[config.mk]
export PLATFORM = sky130hd
export DESIGN_NAME = xlat_walker
export DESIGN_NICKNAME = d
export VERILOG_FILES = /design/src/rtl/xw_pkg.sv /design/src/rtl/xw_addr_gen.sv /design/src/rtl/xw_desc_dec.sv /design/src/rtl/xw_ctrl.sv /design/src/rtl/xw_result.sv /design/src/rtl/xlat_walker.sv
export SDC_FILE = /design/constraint.sdc
export NUM_CORES = 1
export LEC_CHECK = 0
export ABC_AREA = 1
export CAP_MARGIN = 20
export CORE_MARGIN = 2
export CORE_UTILIZATION = 50
export CTS_CLUSTER_DIAMETER = 100
export DETAILED_ROUTE_END_ITERATION = 10
export PLACE_DENSITY = 0.79
export RECOVER_POWER = 50
export REMOVE_ABC_BUFFERS = 1
export SLEW_MARGIN = 20
export SYNTH_ARGS = -nofsm -noshare
export SYNTH_HDL_FRONTEND = slang
export SYNTH_HIERARCHICAL = 1
export SYNTH_SLANG_ARGS = --single-unit
[constraint.sdc]
create_clock -name clk -period 6.5 [get_ports clk]
set_clock_uncertainty 0.1 [all_clocks]
set_input_delay 0.975 -clock clk [delete_from_list [all_inputs] [get_ports clk]]
set_output_delay 0.975 -clock clk [all_outputs]
set_load 0.005 [all_outputs]
[src/rtl/xw_pkg.sv]
package xw_pkg;

    localparam int WORD_W = 32;
    localparam int DOM_W  = 4;
    localparam int DOM_LSB = 5;
    localparam int L1_SHIFT = 18;
    localparam int L2_SHIFT = 10;

    typedef logic [WORD_W-1:0] word_t;
    typedef logic [DOM_W-1:0]  dom_t;

    localparam word_t L1_BASE_MASK   = 32'hFFFF_C000;
    localparam word_t L2_BASE_MASK   = 32'hFFFF_FC00;
    localparam word_t L2_INDEX_MASK  = 32'h000F_F000;
    localparam word_t SEC_PERM_MASK  = 32'h0000_0C0C;
    localparam word_t PAGE_PERM_MASK = 32'h0000_0FFC;
    localparam word_t SEC_ADDR_MASK  = 32'hFFF0_0000;
    localparam word_t LPG_ADDR_MASK  = 32'hFFFF_0000;
    localparam word_t SPG_ADDR_MASK  = 32'hFFFF_F000;
    localparam word_t WORD_ALIGN     = 32'hFFFF_FFFC;

    typedef enum logic [1:0] {
        FLT_NONE    = 2'd0,
        FLT_SECTION = 2'd1,
        FLT_PAGE    = 2'd2
    } fault_e;

    typedef enum logic [1:0] {
        MAP_INVALID = 2'd0,
        MAP_SMALL   = 2'd1,
        MAP_LARGE   = 2'd2,
        MAP_SECTION = 2'd3
    } map_e;

    typedef enum logic [2:0] {
        ST_IDLE    = 3'd0,
        ST_L1_REQ  = 3'd1,
        ST_L1_WAIT = 3'd2,
        ST_L2_REQ  = 3'd3,
        ST_L2_WAIT = 3'd4,
        ST_DONE    = 3'd5
    } walk_st_e;

    typedef struct packed {
        word_t va;
        word_t pa;
        word_t perm;
        dom_t  dom;
        map_e  map;
    } fill_t;

    function automatic word_t first_level_addr(input word_t base, input word_t va);
        return ((base & L1_BASE_MASK) | (va >> L1_SHIFT)) & WORD_ALIGN;
    endfunction

    function automatic word_t second_level_addr(input word_t d1, input word_t va);
        return ((d1 & L2_BASE_MASK) | ((va & L2_INDEX_MASK) >> L2_SHIFT)) & WORD_ALIGN;
    endfunction

    function automatic word_t map_mask(input map_e m);
        case (m)
            MAP_SECTION: return SEC_ADDR_MASK;
            MAP_LARGE:   return LPG_ADDR_MASK;
            MAP_SMALL:   return SPG_ADDR_MASK;
            default:     return '0;
        endcase
    endfunction

    function automatic dom_t desc_domain(input word_t d1);
        return d1[DOM_LSB +: DOM_W];
    endfunction

endpackage

[src/rtl/xw_addr_gen.sv]
module xw_addr_gen
    import xw_pkg::*;
(
    input  word_t base,
    input  word_t va,
    input  word_t d1,
    input  logic  sel_l2,
    output word_t addr
);
    word_t l1_a;
    word_t l2_a;

    always_comb begin
        l1_a = first_level_addr(base, va);
        l2_a = second_level_addr(d1, va);
        addr = sel_l2 ? l2_a : l1_a;
    end
endmodule

[src/rtl/xw_desc_dec.sv]
module xw_desc_dec
    import xw_pkg::*;
(
    input  word_t  va,
    input  word_t  d1,
    input  word_t  d2,
    input  logic   is_l2,
    output fault_e flt,
    output logic   go_l2,
    output fill_t  fill
);
    map_e  map;
    word_t src;
    word_t mask;

    always_comb begin
        flt   = FLT_NONE;
        go_l2 = 1'b0;
        map   = MAP_INVALID;
        src   = d1;
        fill.perm = '0;
        if (!is_l2) begin
            case (d1[1:0])
                2'd2: begin
                    map       = MAP_SECTION;
                    fill.perm = d1 & SEC_PERM_MASK;
                end
                2'd1: go_l2 = 1'b1;
                default: flt = FLT_SECTION;
            endcase
        end else begin
            src       = d2;
            fill.perm = d2 & PAGE_PERM_MASK;
            case (d2[1:0])
                2'd1: map = MAP_LARGE;
                2'd2: map = MAP_SMALL;
                default: flt = FLT_PAGE;
            endcase
        end
        mask     = map_mask(map);
        fill.va  = va & mask;
        fill.pa  = src & mask;
        fill.dom = desc_domain(d1);
        fill.map = map;
    end
endmodule

[src/rtl/xw_ctrl.sv]
module xw_ctrl
    import xw_pkg::*;
(
    input  logic clk,
    input  logic rst,
    input  logic walk_req,
    input  logic mem_valid,
    input  logic go_l2,
    output logic accept,
    output logic mem_req,
    output logic sel_l2,
    output logic l1_wait,
    output logic l2_wait,
    output logic cap_d1,
    output logic finish,
    output logic done,
    output logic busy
);
    walk_st_e st_q, st_d;

    always_comb begin
        st_d = st_q;
        case (st_q)
            ST_IDLE:    if (walk_req) st_d = ST_L1_REQ;
            ST_L1_REQ:  st_d = ST_L1_WAIT;
            ST_L1_WAIT: if (mem_valid) st_d = go_l2 ? ST_L2_REQ : ST_DONE;
            ST_L2_REQ:  st_d = ST_L2_WAIT;
            ST_L2_WAIT: if (mem_valid) st_d = ST_DONE;
            ST_DONE:    st_d = ST_IDLE;
            default:    st_d = ST_IDLE;
        endcase
    end

    always_ff @(posedge clk) begin
        if (rst) st_q <= ST_IDLE;
        else     st_q <= st_d;
    end

    always_comb begin
        accept  = (st_q == ST_IDLE) && walk_req;
        mem_req = (st_q == ST_L1_REQ) || (st_q == ST_L2_REQ);
        sel_l2  = (st_q == ST_L2_REQ);
        l1_wait = (st_q == ST_L1_WAIT);
        l2_wait = (st_q == ST_L2_WAIT);
        cap_d1  = l1_wait && mem_valid;
        finish  = (cap_d1 && !go_l2) || (l2_wait && mem_valid);
        done    = (st_q == ST_DONE);
        busy    = (st_q != ST_IDLE);
    end
endmodule

[src/rtl/xw_result.sv]
module xw_result
    import xw_pkg::*;
(
    input  logic   clk,
    input  logic   rst,
    input  logic   load,
    input  fault_e flt,
    input  fill_t  fill,
    output fault_e flt_q,
    output fill_t  fill_q,
    output dom_t   last_dom_q
);
    always_ff @(posedge clk) begin
        if (rst) begin
            flt_q      <= FLT_NONE;
            fill_q     <= '0;
            last_dom_q <= '0;
        end else if (load) begin
            flt_q <= flt;
            if (flt == FLT_NONE) fill_q <= fill;
            if (flt != FLT_SECTION) last_dom_q <= fill.dom;
        end
    end
endmodule

[src/rtl/xlat_walker.sv]
module xlat_walker
    import xw_pkg::*;
(
    input  logic        clk,
    input  logic        rst,
    input  logic        walk_req,
    input  logic [31:0] walk_va,
    input  logic [31:0] tbl_base,
    output logic        busy,
    output logic        mem_req,
    output logic [31:0] mem_addr,
    input  logic        mem_valid,
    input  logic [31:0] mem_rdata,
    output logic        done,
    output logic [1:0]  fault,
    output logic [31:0] fill_va,
    output logic [31:0] fill_pa,
    output logic [31:0] fill_perm,
    output logic [3:0]  fill_domain,
    output logic [1:0]  fill_map,
    output logic [3:0]  last_domain
);
    word_t  va_q, base_q, d1_q, d1_live;
    logic   accept, sel_l2, l1_wait, l2_wait, cap_d1, finish, go_l2;
    fault_e flt, flt_q;
    fill_t  fill, fill_q;
    dom_t   last_dom_q;

    always_ff @(posedge clk) begin
        if (rst) begin
            va_q   <= '0;
            base_q <= '0;
            d1_q   <= '0;
        end else begin
            if (accept) begin
                va_q   <= walk_va;
                base_q <= tbl_base;
            end
            if (cap_d1) d1_q <= mem_rdata;
        end
    end

    assign d1_live = l1_wait ? mem_rdata : d1_q;

    xw_ctrl u_ctrl (
        .clk(clk), .rst(rst), .walk_req(walk_req), .mem_valid(mem_valid),
        .go_l2(go_l2), .accept(accept), .mem_req(mem_req), .sel_l2(sel_l2),
        .l1_wait(l1_wait), .l2_wait(l2_wait), .cap_d1(cap_d1),
        .finish(finish), .done(done), .busy(busy)
    );

    xw_addr_gen u_addr (
        .base(base_q), .va(va_q), .d1(d1_q), .sel_l2(sel_l2), .addr(mem_addr)
    );

    xw_desc_dec u_dec (
        .va(va_q), .d1(d1_live), .d2(mem_rdata), .is_l2(l2_wait),
        .flt(flt), .go_l2(go_l2), .fill(fill)
    );

    xw_result u_res (
        .clk(clk), .rst(rst), .load(finish), .flt(flt), .fill(fill),
        .flt_q(flt_q), .fill_q(fill_q), .last_dom_q(last_dom_q)
    );

    assign fault       = flt_q;
    assign fill_va     = fill_q.va;
    assign fill_pa     = fill_q.pa;
    assign fill_perm   = fill_q.perm;
    assign fill_domain = fill_q.dom;
    assign fill_map    = fill_q.map;
    assign last_domain = last_dom_q;
endmodule

Word level (Yosys, flattened, before mapping)
Index checks and enable logic that the tools add are counted.

storage, ports and cells
  word-level logic and storage cells = 65
  register bits after elaboration = 207
  output and inout port bits = 143

operators by class
  muxes and demuxes = 19
  bitwise gates (word level) = 4
  equality and inequality tests = 16
  reduce and logical (&&, ||, !) cells = 15

operators by type and width
  cell                                           count
  two-way mux 32 bit                             3
  case mux 32 bit (3 select lines)               1
  bitwise AND 32 bit                             2
  OR 32 x 10 -> 32 bit                           1
  OR 32 x 14 -> 32 bit                           1
  two-way mux 12 bit                             2
  case mux 3 bit (5 select lines)                1
  two-way mux 3 bit                              4
  == test 2 bit, second input constant           4
  two-way mux 2 bit                              4
  == test 2 x 1 -> 1 bit, second input constant  3
  == test 3 x 2 -> 1 bit, second input constant  2
  == test 3 bit, second input constant           2
  != test 2 bit, second input constant           3
  logical AND 1 bit                              4
  case mux 2 bit (2 select lines)                1
  AND reduction 2 bit                            2
  OR reduction 2 bit                             2
  == test 3 x 1 -> 1 bit, second input constant  1
  logical NOT 3 bit                              1
  two-way mux 1 bit                              3
  AND reduction 3 bit                            1
  nonzero test 3 bit                             1
  logical NOT 2 bit                              1
  other kinds (3)                                4

Longest topological paths before layout
Gate-level depths: netlist of run 1.

  depth in word-level cells = 9
  mapped depth = 21
  depth with buffers taken out = 19

Cells and area by module
Netlist of run 1, hierarchy kept.

modules (own cells, without submodules)
  module       instances  sequential area each (um^2)  area an instance (um^2)  cells each
  xw_result    1          2162.1                       4740.8                   707
  xlat_walker  1          1921.8                       4271.6                   679
  xw_desc_dec  1          0.0                          1233.7                   251
  xw_addr_gen  1          0.0                          390.4                    100
  xw_ctrl      1          60.1                         270.3                    50

Worst setup path after synthesis of run 1
OpenSTA, ideal clock, no wires.

  path type = input-to-reg
  start point = in mem_rdata[1]
  end point = reg, netlist name u_res/fill_q[29]
  required time = 6.285 ns
  data arrival time = 2.352 ns
  setup time = 0.115 ns
  setup slack = 3.933 ns
  stages on the path = 14
  path through = inv_1 > a21oi_1 > inv_1 > ha_1 > inv_1 > nor2_1 > inv_1 > nand2_1 > o21ai_1 > buf_2 > buf_1 > nand3_1 > nand2_1 > nor2_1

between the ends
  cells in the longest elaborated chain, start to end = 8
  elaborated cells between the ends (all ways) = 17
  those cells by class = eq/ne (4); mux (6); reduce/logical (7)

ends and longest elaborated chain
  item                                  RTL line           source
  start, declared                       xlat_walker.sv:13  input logic [31:0] mem_rdata,
  two-way mux 32 bit                    xlat_walker.sv:43  assign d1_live = l1_wait ? mem_rdata : d1_q;
  via d1_live[1]                        xlat_walker.sv:23  word_t va_q, base_q, d1_q, d1_live;
  == test 2 x 1 -> 1 bit                xw_desc_dec.sv:23  case (d1[1:0])
  two-way mux 1 bit                     xw_desc_dec.sv:23
  two-way mux 1 bit                     xw_desc_dec.sv:22  if (!is_l2) begin
  via go_l2                             xlat_walker.sv:24  logic accept, sel_l2, l1_wait, l2_wait, cap_d1, finish, go_l2;
  logical NOT 1 bit                     xw_ctrl.sv:46      finish = (cap_d1 && !go_l2) || (l2_wait && mem_valid);
  logical AND 1 bit                     xw_ctrl.sv:46
  logical OR 1 bit                      xw_ctrl.sv:46
  via finish                            xlat_walker.sv:24
  AND reduction 2 bit (no source line)  n/a

The timed path passes the listed nets, and every way through them passes these cells.
A chain may end at the register's enable or synchronous reset.

Worst setup path after layout of run 1
  start point = in mem_valid
  end point = reg u_res.last_dom_q[1]

between the ends
  cells in the longest elaborated chain, start to end = 4
  elaborated cells between the ends (all ways) = 5
  those cells by class = reduce/logical (5)

ends and longest elaborated chain
  item                                  RTL line           source
  start, declared                       xlat_walker.sv:12  input logic mem_valid,
  logical AND 1 bit                     xw_ctrl.sv:45      cap_d1 = l1_wait && mem_valid;
  via cap_d1                            xlat_walker.sv:24
  logical AND 1 bit                     xw_ctrl.sv:46
  logical OR 1 bit                      xw_ctrl.sv:46
  via finish                            xlat_walker.sv:24
  AND reduction 2 bit (no source line)  n/a
  end signal, assigned                  xw_result.sv:21    if (flt != FLT_SECTION) last_dom_q <= fill.dom;
  end, declared                         xw_result.sv:11    output dom_t last_dom_q

The timed path passes the listed nets, and every way through them passes these cells.

==> results of run 1 <==
-- area by class of cell --
class	instances	area [sq um]
fillers	1854	7150
multi-input cells	1073	4460
flip-flops and latches	179	3580
repair buffers	222	2220
inverters	247	928
clock buffers	18	429
well taps	265	332
clock inverters	14	223
-- worst register-to-register path: cells and delay by family, from the launching register on --
family / cells / cell delay (ps)
AOI/OAI and AO/OA: 1 / 210
buffers and inverters: 3 / 2380
DFF: 1 / 450
and+or+nand+nor: 8 / 1290
-- registers in the layout, indices dropped and copies added (netlist names) --
register          cells
u_res/last_dom_q      4
u_res/fill_q        102
u_res/flt_q           2
base_q               18
d1_q                 30
va_q                 20
u_ctrl/st_q           3
-- final timing paths --
path	start	endpoint	slack (ps)	cells past startpoint
worst min-delay path	base_q[20]	base_q[20]	370	2
worst max-delay path	mem_valid	u_res/last_dom_q[1]	1560	11
worst min register to register	base_q[20]	base_q[20]	370	2
worst max register to register	u_ctrl/st_q[1]	u_res/last_dom_q[1]	2000	12
-- power by group --
part	switching (W)	internal (W)	leakage, nW
Clock	0.000455	0.000690	0.318
Sequential	0.000160	0.00138	1.46
Combinational	0.00159	0.000956	4.03
-- stage by stage --
step / util [%] / cell area [sq um]
floorplan: - / 8950
global route: 63.0 / 12200
global placement: 59.7 / 11500
detailed placement: 59.7 / 11500
finish: 63.0 / 12200
CTS: 63.0 / 12200
-- layer usage --
layer  vias to the layer above  global-route usage (%)
met5                         -                       0
met4                         0                    6.76
met3                        30                    5.00
met2                       242                    35.6
met1                      4130                    28.5
li1                       4935                       -
==> run metrics, run 1 <==
outcome=finished with violations; violations in the final reports=capacitance limit, slew limit; number of buffers created by CTS=17; global-route wire length before repair=36.7 mm; global placement routability congestion=0.838; vertical extent of the die=roughly 140 um; Data required, critical path=6760 ps; H-tree depth=4; number of remaining DRC errors=0; initial DRC count=roughly 500; pin slew with the least headroom to its limit=3280 ps; vias after detailed routing=a little over 9000; library cell used as clock root buffer=sky130_fd_sc_hd__clkbuf_16; Max-Slew Margin vs Limit=-119%; RSZ-0062 raised after global routing=false; commonest cells after routing, fill and taps aside=sky130_fd_sc_hd__nand2_1, sky130_fd_sc_hd__nor2_1, sky130_fd_sc_hd__inv_1; dominant cell type by count on the critical path=sky130_fd_sc_hd__nand2_1; crit path cell chain=dlygate4sd3_1 -> inv_1 -> nor2_4 -> clkbuf_1 -> nand2_1 -> o21ai_4 -> buf_12 -> nand2_1 -> nand3_1 -> nand2_1 -> nor2_1; setup tns final=0 ps; slowest stage cell, crit path=sky130_fd_sc_hd__clkbuf_1; Post-Synthesis Cells=1611; combined global-route utilization of all metal layers=a little over a fifth; average detailed-routed wire length per instance=11.3 um; cell area after technology mapping=9780 sq um; row count=between 50 and 60; worst setup path category=input pin to register; endpoints failing setup=0; number of hold violations in the final report=0; final WL=22.8 mm; total count of max-transition violations in the final report=139; routed wl met2=10.5 mm; Final HPWL DP=14.1 mm; Cell Pwr Density=429 nW/um^2; total power of the final layout=0.00523 W; hold slack=between 300 and 400 ps; worst hold-check path type=register to register; post-placement setup slack=2430 ps; number of non-filler instances in the completed layout=2018; most common cell after layout, fill and taps aside=sky130_fd_sc_hd__nand2_1; Placed Cells incl. Taps=1986; critical path capture point type=register; Arrival @ worst endpoint=5200 ps; count of buffering cells on the critical path with inverters included=4; net count reported at finish=1847; max-cap violations=2; clock tree sinks=179; Ant. Diodes=0; largest fanout of any net on the critical path=160; Starting Density=50.6%; uppermost routed layer=met4; number of routed nets with antenna violations=0; number of global-route vias before repair=7861; initial antenna violation count=0; total grt overflow=0; LEAKAGE=5.81 nW; Final min period=just under 5000 ps; Highest Clock Rate=0.202 GHz; Mapped Avg Cell Area=6.07 sq um; post-DR vias/cell=between 4 and 5; number of buffers inserted for hold repair after clock tree synthesis=0; layout-stage area growth over the synthesis result=24.6%; peak supply drop=411 uV; clock tree from TritonCTS=built; clock slew seen by the registers of the worst setup and hold paths=70 ps; worst-skew pair later-pin latency=420 ps; detailed-routed wire length on met3=1.40 mm; Boundary Pins=around 240; kind of start point of the critical path=input pin; routed length on met1=between 10 and 15 mm; CP delay by family, top=buffers and inverters; maximum number of pins on one net before global-route repair=187; drt pass-1 iters=5; number of setup buffers added after CTS=0; area of the die=around 21000 sq um; share of post-route cells with drive strength above 1=3.02%; yosys synthesis warning count=6; post-CTS resize count=0; minimum setup slack in the final design=1560 ps; count of buffers inserted at the top-level ports=between 200 and 250; Core Box Area=19300 sq um; die extent in x=between 100 and 150 um; buffer levels on the longest clock path=2; largest stage delay on the critical path=1880 ps; period utilization=76.1%
Note: power is estimated with default switching activity, not from simulation.
==> run 2: changes to the inputs <==
Clock period 6.5 ns to 4.8 ns, I/O delays scaled along.
==> run 2 against run 1 <==
  * The run still ends with capacitance limit, slew limit left
  * Setup slack lost 220 ps
  * Combinational power grew 37%
  * Critical path depth shrank 4
  * First-iteration DRC count shrank 4.2%
  * Die area is the same
  * Flip-flop and latch count is the same
  * Sequential share of layout area grew 0.073 points
  * Wire length grew 0.36%
  * Total power grew 33%
  * Count of clock-buffer cells in the layout grew 3
  * Cell area shrank 0.25%
  * Critical path type unchanged
  * Largest power group unchanged
  * Highest routed layer unchanged
==> run metrics, run 2 (synthesized netlist as in run 1, its figures left out) <==
number of setup buffers added after CTS=0 (unchanged); global-route wire length before repair=36.6 mm (was 36.7 mm); largest registers ranked by flip-flop count=u_res/fill_q x102, d1_q x30, va_q x20 (unchanged); post-DR vias/cell=4.59 (was 4.63); Max-Slew Margin vs Limit=-71.4% (was -119%); combined global-route utilization of all metal layers=21.7% (about the same); largest stage delay on the critical path=1820 ps (was 1880 ps); Final min period=3460 ps; Post-Place Cell Area=11600 sq um (was 11500 sq um); Min-Delay Startpoint=u_res/flt_q[1] (was base_q[20]); Highest Clock Rate=0.289 GHz; violations in the final reports=capacitance limit, slew limit (unchanged); count of buffers inserted at the top-level ports=214 (unchanged); Core Box Area=19300 sq um (unchanged); number of buffers inserted for hold repair after clock tree synthesis=0 (unchanged); outcome=finished with violations (unchanged); clock tree from TritonCTS=built (unchanged); Data required, critical path=5010 ps (was 6760 ps); Final HPWL DP=14.8 mm (was 14.1 mm); area of the die=20700 sq um (unchanged); Seq pwr share=30.0% (was 29.4%); vias after detailed routing=9279 (was 9337); Placed Cells incl. Taps=1989 (was 1986); Ant. Diodes=0 (unchanged); Cell Pwr Density=573 nW/um^2 (was 429 nW/um^2); critical path capture point type=register (unchanged); maximum number of pins on one net before global-route repair=140 (was 187); LEAKAGE=5.78 nW (was 5.81 nW); count of buffering cells on the critical path with inverters included=3 (was 4); layout-stage area growth over the synthesis result=24.3% (was 24.6%); flip-flop count of the largest register after layout=102 (unchanged); GR Util met3=4.90% (was 5.00%); RSZ-0062 raised after global routing=false (unchanged); largest fanout of any net on the critical path=60 (was 160); number of global-route vias before repair=7754 (was 7861); average detailed-routed wire length per instance=11.3 um (about the same); period utilization=72.2%; busiest grt layer=met2 (unchanged); endpoints failing setup=0 (unchanged); number of routed nets with antenna violations=0 (unchanged); worst-skew pair later-pin latency=420 ps (about the same); Largest Register=u_res/fill_q (unchanged); M1 GR Usage=28.2% (was 28.5%); CP delay by family, top=buffers and inverters (unchanged); total grt overflow=0 (unchanged); launching instance or port of the critical path=mem_valid (unchanged); number of hold violations in the final report=0 (unchanged); number of remaining DRC errors=0 (unchanged); initial antenna violation count=0 (unchanged); row count=51 (unchanged); worst hold-check path type=register to register (unchanged); die extent in x=144 um (unchanged); launch instance of the worst register-to-register path=u_ctrl/st_q[1] (unchanged); end-of-flow core utilization=62.8% (was 63.0%); Arrival @ worst endpoint=3680 ps (was 5200 ps); net count reported at finish=1850 (was 1847); most common cell after layout, fill and taps aside=sky130_fd_sc_hd__nand2_1 (unchanged); buffer levels on the longest clock path=2 (unchanged); H-tree depth=4 (unchanged); share of post-route cells with drive strength above 1=3.19% (was 3.02%); slowest stage cell, crit path=sky130_fd_sc_hd__clkbuf_1 (unchanged); number of buffers created by CTS=17 (unchanged); peak supply drop=505 uV (was 411 uV); post-route cell area=12200 sq um (about the same); switching power share of the total=42.8% (was 42.1%); global placement routability congestion=0.852 (was 0.838); number of non-filler instances in the completed layout=2021 (was 2018); Starting Density=50.6% (unchanged); max-cap violations=2 (unchanged); library cell used as clock root buffer=sky130_fd_sc_hd__clkbuf_16 (unchanged); clock tree sinks=179 (unchanged); Net Switching=0.00298 W (was 0.00220 W); met2 track utilization from global routing=36.3% (was 35.6%); internal power summed over all cells=0.00398 W (was 0.00302 W); pin slew with the least headroom to its limit=2570 ps (was 3280 ps); final WL=22.9 mm (was 22.8 mm); post-CTS resize count=0 (unchanged); drt pass-1 iters=5 (unchanged); portion of total power attributed to combinational logic=49.9% (was 48.7%); hold slack=360 ps (was 371 ps); worst setup path category=input pin to register (unchanged); Worst R2R Setup Slack=1380 ps (was 2000 ps); vertical extent of the die=144 um (unchanged); commonest cells after routing, fill and taps aside=sky130_fd_sc_hd__nand2_1, sky130_fd_sc_hd__nor2_1, sky130_fd_sc_hd__inv_1 (unchanged); crit path cell chain=dlygate4sd3_1 -> inv_1 -> nor2_4 -> clkbuf_1 -> nand2_1 -> nand2_1 -> nor2_1 (was dlygate4sd3_1 -> inv_1 -> nor2_4 -> clkbuf_1 -> nand2_1 -> o21ai_4 -> buf_12 -> nand2_1 -> nand3_1 -> nand2_1 -> nor2_1); initial DRC count=480 (was 501); total power of the final layout=0.00696 W (was 0.00523 W); dominant cell type by count on the critical path=sky130_fd_sc_hd__nand2_1 (unchanged); total count of max-transition violations in the final report=138 (was 139); Boundary Pins=243 (unchanged); clock slew seen by the registers of the worst setup and hold paths=70 ps (about the same); kind of start point of the critical path=input pin (unchanged); clock share of power=20.1% (was 21.9%)
==> run 2: changes by cell type in the layout (fill, tap and decap cells not counted), moves of 2 or more <==
cell,change
sky130_fd_sc_hd__bufinv_16,-3
sky130_fd_sc_hd__inv_6,-3
sky130_fd_sc_hd__clkinvlp_4,+4
sky130_fd_sc_hd__buf_4,+3
sky130_fd_sc_hd__clkbuf_8,+2
==> run 2: path summary, 6_finish.rpt <==
kind                 endpoint  cells after the start
max                  d1_q[16]                      7
max reg2reg  u_res/fill_q[63]                     19
min            u_res/flt_q[1]                      2
min reg2reg    u_res/flt_q[1]                      2
==> run 2: power groups by stage <==
stage               combinational, W  clock, W  sequential, W
finish                       0.00347   0.00140        0.00208
global route                 0.00390   0.00148        0.00213
CTS                          0.00355   0.00142        0.00210
detailed placement           0.00354         0        0.00212
global placement             0.00348         0        0.00211
floorplan                    0.00220         0        0.00211
==> run 2: stage by stage <==
stage,setup TNS [ps],worst slack [ps]
floorplan,-375800,-4210
global placement,0,1210
detailed placement,0,1120
CTS,0,1380
global route,0,922
finish,0,1340
==> run 2: layout make-up <==
class / count / area, sq um
clock inverters: 11 / 129
repair buffers: 225 / 2260
flip-flops and latches: 179 / 3580
inverters: 247 / 928
clock buffers: 21 / 460
well taps: 265 / 332
multi-input cells: 1073 / 4460
fillers: 1819 / 7180
==> run 2: metal layers <==
layer	vias up	share of wire [%]
li1	4948	-
met5	-	0
met3	22	6.6
met4	0	1.6
met1	4067	46
met2	242	46
==> run 2: tightest hold or removal path, cell delays in order (launching register included) <==
cell                      delay (ps)
sky130_fd_sc_hd__dfxtp_1         310
sky130_fd_sc_hd__nand2_1          60
sky130_fd_sc_hd__a21oi_1          50
==> run 3: changes to the inputs <==
Settings changed: CORE_UTILIZATION 50 to 47, PLACE_DENSITY 0.79 to 0.78.
Clock period 4.8 ns to 3 ns, I/O delays scaled along.
==> run 3 against run 2 <==
  * Non-clock buffer count is 17 higher
  * Count of clock-buffer cells in the layout down 2
  * Final cell count increased by 1.1%
  * Hold slack gained 11 ps
  * Combinational power is 76% higher
  * Total power rose by 69%
  * Clock power is 68% higher
  * The flow now finishes without violations
  * Die area is 6.2% higher
  * Largest power group unchanged
  * Sequential power grew 60%
  * Core utilization decreased by 1.4 points
==> run metrics, run 3 (synthesized netlist as in run 1, its figures left out) <==
RSZ-0062 raised after global routing=false (unchanged); row count=52 (was 51); dominant cell type by count on the critical path=sky130_fd_sc_hd__nand2_1 (unchanged); switching power share of the total=41.9% (was 42.8%); clock tree from TritonCTS=built (unchanged); kind of start point of the critical path=register (was input pin); number of global-route vias before repair=8213 (was 7754); number of hold violations in the final report=0 (unchanged); Final HPWL DP=15.4 mm (was 14.8 mm); worst-case hold path end point=base_q[27] (was u_res/flt_q[1]); flip-flop count of the largest register after layout=102 (unchanged); slowest stage cell, crit path=sky130_fd_sc_hd__clkdlybuf4s50_1 (was sky130_fd_sc_hd__clkbuf_1); max-cap violations=0 (was 2); Final min period=2810 ps; post-DR vias/cell=4.62 (was 4.59); internal power summed over all cells=0.00684 W (was 0.00398 W); average detailed-routed wire length per instance=11.8 um (was 11.3 um); vertical extent of the die=148 um (was 144 um); total power of the final layout=0.0118 W (was 0.00696 W); Arrival @ worst endpoint=2260 ps (was 3680 ps); endpoints failing setup=0 (unchanged); Starting Density=48.2% (was 50.6%); peak supply drop=967 uV (was 505 uV); number of routed nets with antenna violations=0 (unchanged); Cell Pwr Density=944 nW/um^2 (was 573 nW/um^2); area of the die=22000 sq um (was 20700 sq um); post-route cell area=12500 sq um (was 12200 sq um); clock tree sinks=179 (unchanged); portion of total power attributed to combinational logic=51.8% (was 49.9%); largest fanout of any net on the critical path=28 (was 60); number of stages on the worst hold path=2 (unchanged); clock slew seen by the registers of the worst setup and hold paths=70 ps (about the same); Min-Delay Startpoint=base_q[27] (was u_res/flt_q[1]); Ant. Diodes=0 (unchanged); initial antenna violation count=1 (was 0); number of non-filler instances in the completed layout=2043 (was 2021); launch instance of the worst register-to-register path=u_ctrl/st_q[1] (unchanged); drt pass-1 iters=6 (was 5); Worst Reg-to-Reg Cells=18 (was 19); total grt overflow=0 (unchanged); hold slack=372 ps (was 360 ps); outcome=finished, final reports clean (was finished with violations); layout-stage area growth over the synthesis result=27.7% (was 24.3%); count of buffers inserted at the top-level ports=214 (unchanged); number of remaining DRC errors=0 (unchanged); Largest Register=u_res/fill_q (unchanged); Net Switching=0.00494 W (was 0.00298 W); endpoint of the worst register-to-register path=u_res/fill_q[93] (was u_res/fill_q[63]); Highest Clock Rate=0.355 GHz; Data required, critical path=2450 ps (was 5010 ps); net count reported at finish=1868 (was 1850); buffer levels on the longest clock path=2 (unchanged); Worst R2R Setup Slack=260 ps (was 1380 ps); die extent in x=148 um (was 144 um); library cell used as clock root buffer=sky130_fd_sc_hd__clkbuf_16 (unchanged); maximum number of pins on one net before global-route repair=77 (was 140); clock share of power=20.0% (was 20.1%); pin slew with the least headroom to its limit=1480 ps (was 2570 ps); Placed Cells incl. Taps=2005 (was 1989); worst hold-check path type=register to register (unchanged); largest stage delay on the critical path=490 ps (was 1820 ps); period utilization=93.8%; final WL=24.1 mm (was 22.9 mm); Boundary Pins=243 (unchanged); share of post-route cells with drive strength above 1=4.34% (was 3.19%); commonest cells after routing, fill and taps aside=sky130_fd_sc_hd__nand2_1, sky130_fd_sc_hd__nor2_1, sky130_fd_sc_hd__inv_1 (unchanged); Post-Place Cell Area=11800 sq um (was 11600 sq um); worst setup path category=register to primary output (was input pin to register); largest registers ranked by flip-flop count=u_res/fill_q x102, d1_q x30, va_q x20 (unchanged); critical path capture point type=primary output (was register); combined global-route utilization of all metal layers=21.5% (was 21.7%); global-route wire length before repair=38.9 mm (was 36.6 mm); vias after detailed routing=9446 (was 9279); Max-Slew Margin vs Limit=1.15% (was -71.4%); most common cell after layout, fill and taps aside=sky130_fd_sc_hd__nand2_1 (unchanged); Core Box Area=20300 sq um (was 19300 sq um); Seq pwr share=28.3% (was 30.0%); number of buffers created by CTS=17 (unchanged); initial DRC count=492 (was 480); crit path cell chain=nand2_1 -> nor2_4 -> buf_4 -> nand2_1 -> nand2_1 -> clkdlybuf4s50_1 (was dlygate4sd3_1 -> inv_1 -> nor2_4 -> clkbuf_1 -> nand2_1 -> nand2_1 -> nor2_1); H-tree depth=4 (unchanged); total count of max-transition violations in the final report=0 (was 138); worst-skew pair later-pin latency=430 ps (was 420 ps); global placement routability congestion=0.804 (was 0.852); LEAKAGE=5.93 nW (was 5.78 nW)
[run 3: cell types whose count changed in the layout (fill, tap and decap cells not counted), sizes merged]
cell,previous run,this run
dlygate4sd3,110,108
bufinv,2,3
buf,9,24
inv,247,250
clkdlybuf4s50,104,106
clkinvlp,5,3
[run 3: per-layer routing]
metal  share of wire [%]  GRT usage [%]  up-vias
met1                  45           27.4     4202
met3                 6.7           5.83       27
met4                 1.8           6.81        0
li1                    -              -     4977
met2                  47           35.6      240
met5                   0              0        -
[run 3: timing repair]
action                     in CTS  in global routing
setup buffers                   0                  4
gates resized for setup         0                  4
setup endpoints to repair       0                 52
hold buffers                    0                  0
[run 3: final cells by class]
class	count	area [sq um]
fillers	1928	7820
multi-input cells	1073	4470
flip-flops and latches	179	3580
repair buffers	242	2530
inverters	247	932
clock buffers	19	453
well taps	270	338
clock inverters	12	168
repair inverters	1	7.51
[run 3: per-stage QoR]
stage,setup slack (ps),utilization [%],TNS (ps)
final,185,61.5,0
after global routing,19.4,61.5,0
after CTS,151,60.9,0
after detailed placement,169,57.9,0
after global placement,230,57.9,0
after floorplan,-5830,-,-566370
[run 3: worst max-delay path by stage]
stage | startpoint | to | slack (ps) | cells past startpoint
CTS | u_ctrl/st_q[1] | mem_addr[14] | 150 | 6
finish | u_ctrl/st_q[0] | mem_addr[14] | 190 | 6
detailed placement | mem_rdata[0] | u_res/fill_q[62] | 170 | 12
floorplan | u_ctrl/st_q[1] | u_res/last_dom_q[0] | -5830 | 7
global route | u_ctrl/st_q[1] | u_res/fill_q[53] | 20 | 18
global placement | mem_rdata[1] | u_res/fill_q[62] | 230 | 15
[run 3: worst max-delay path: cells and delay by family, from the launching register on]
kind | cells | cell delay, ps
simple gates | 4 | 520
flops | 1 | 430
buf+inv | 2 | 860
[run 3: power groups by stage]
stage | clock [W] | sequential, W | combinational [W]
after floorplan | 0 | 0.00328 | 0.00322
after global placement | 0 | 0.00337 | 0.00587
after detailed placement | 0 | 0.00339 | 0.00595
after CTS | 0.00240 | 0.00335 | 0.00599
after global routing | 0.00250 | 0.00342 | 0.00683
final | 0.00235 | 0.00333 | 0.00610
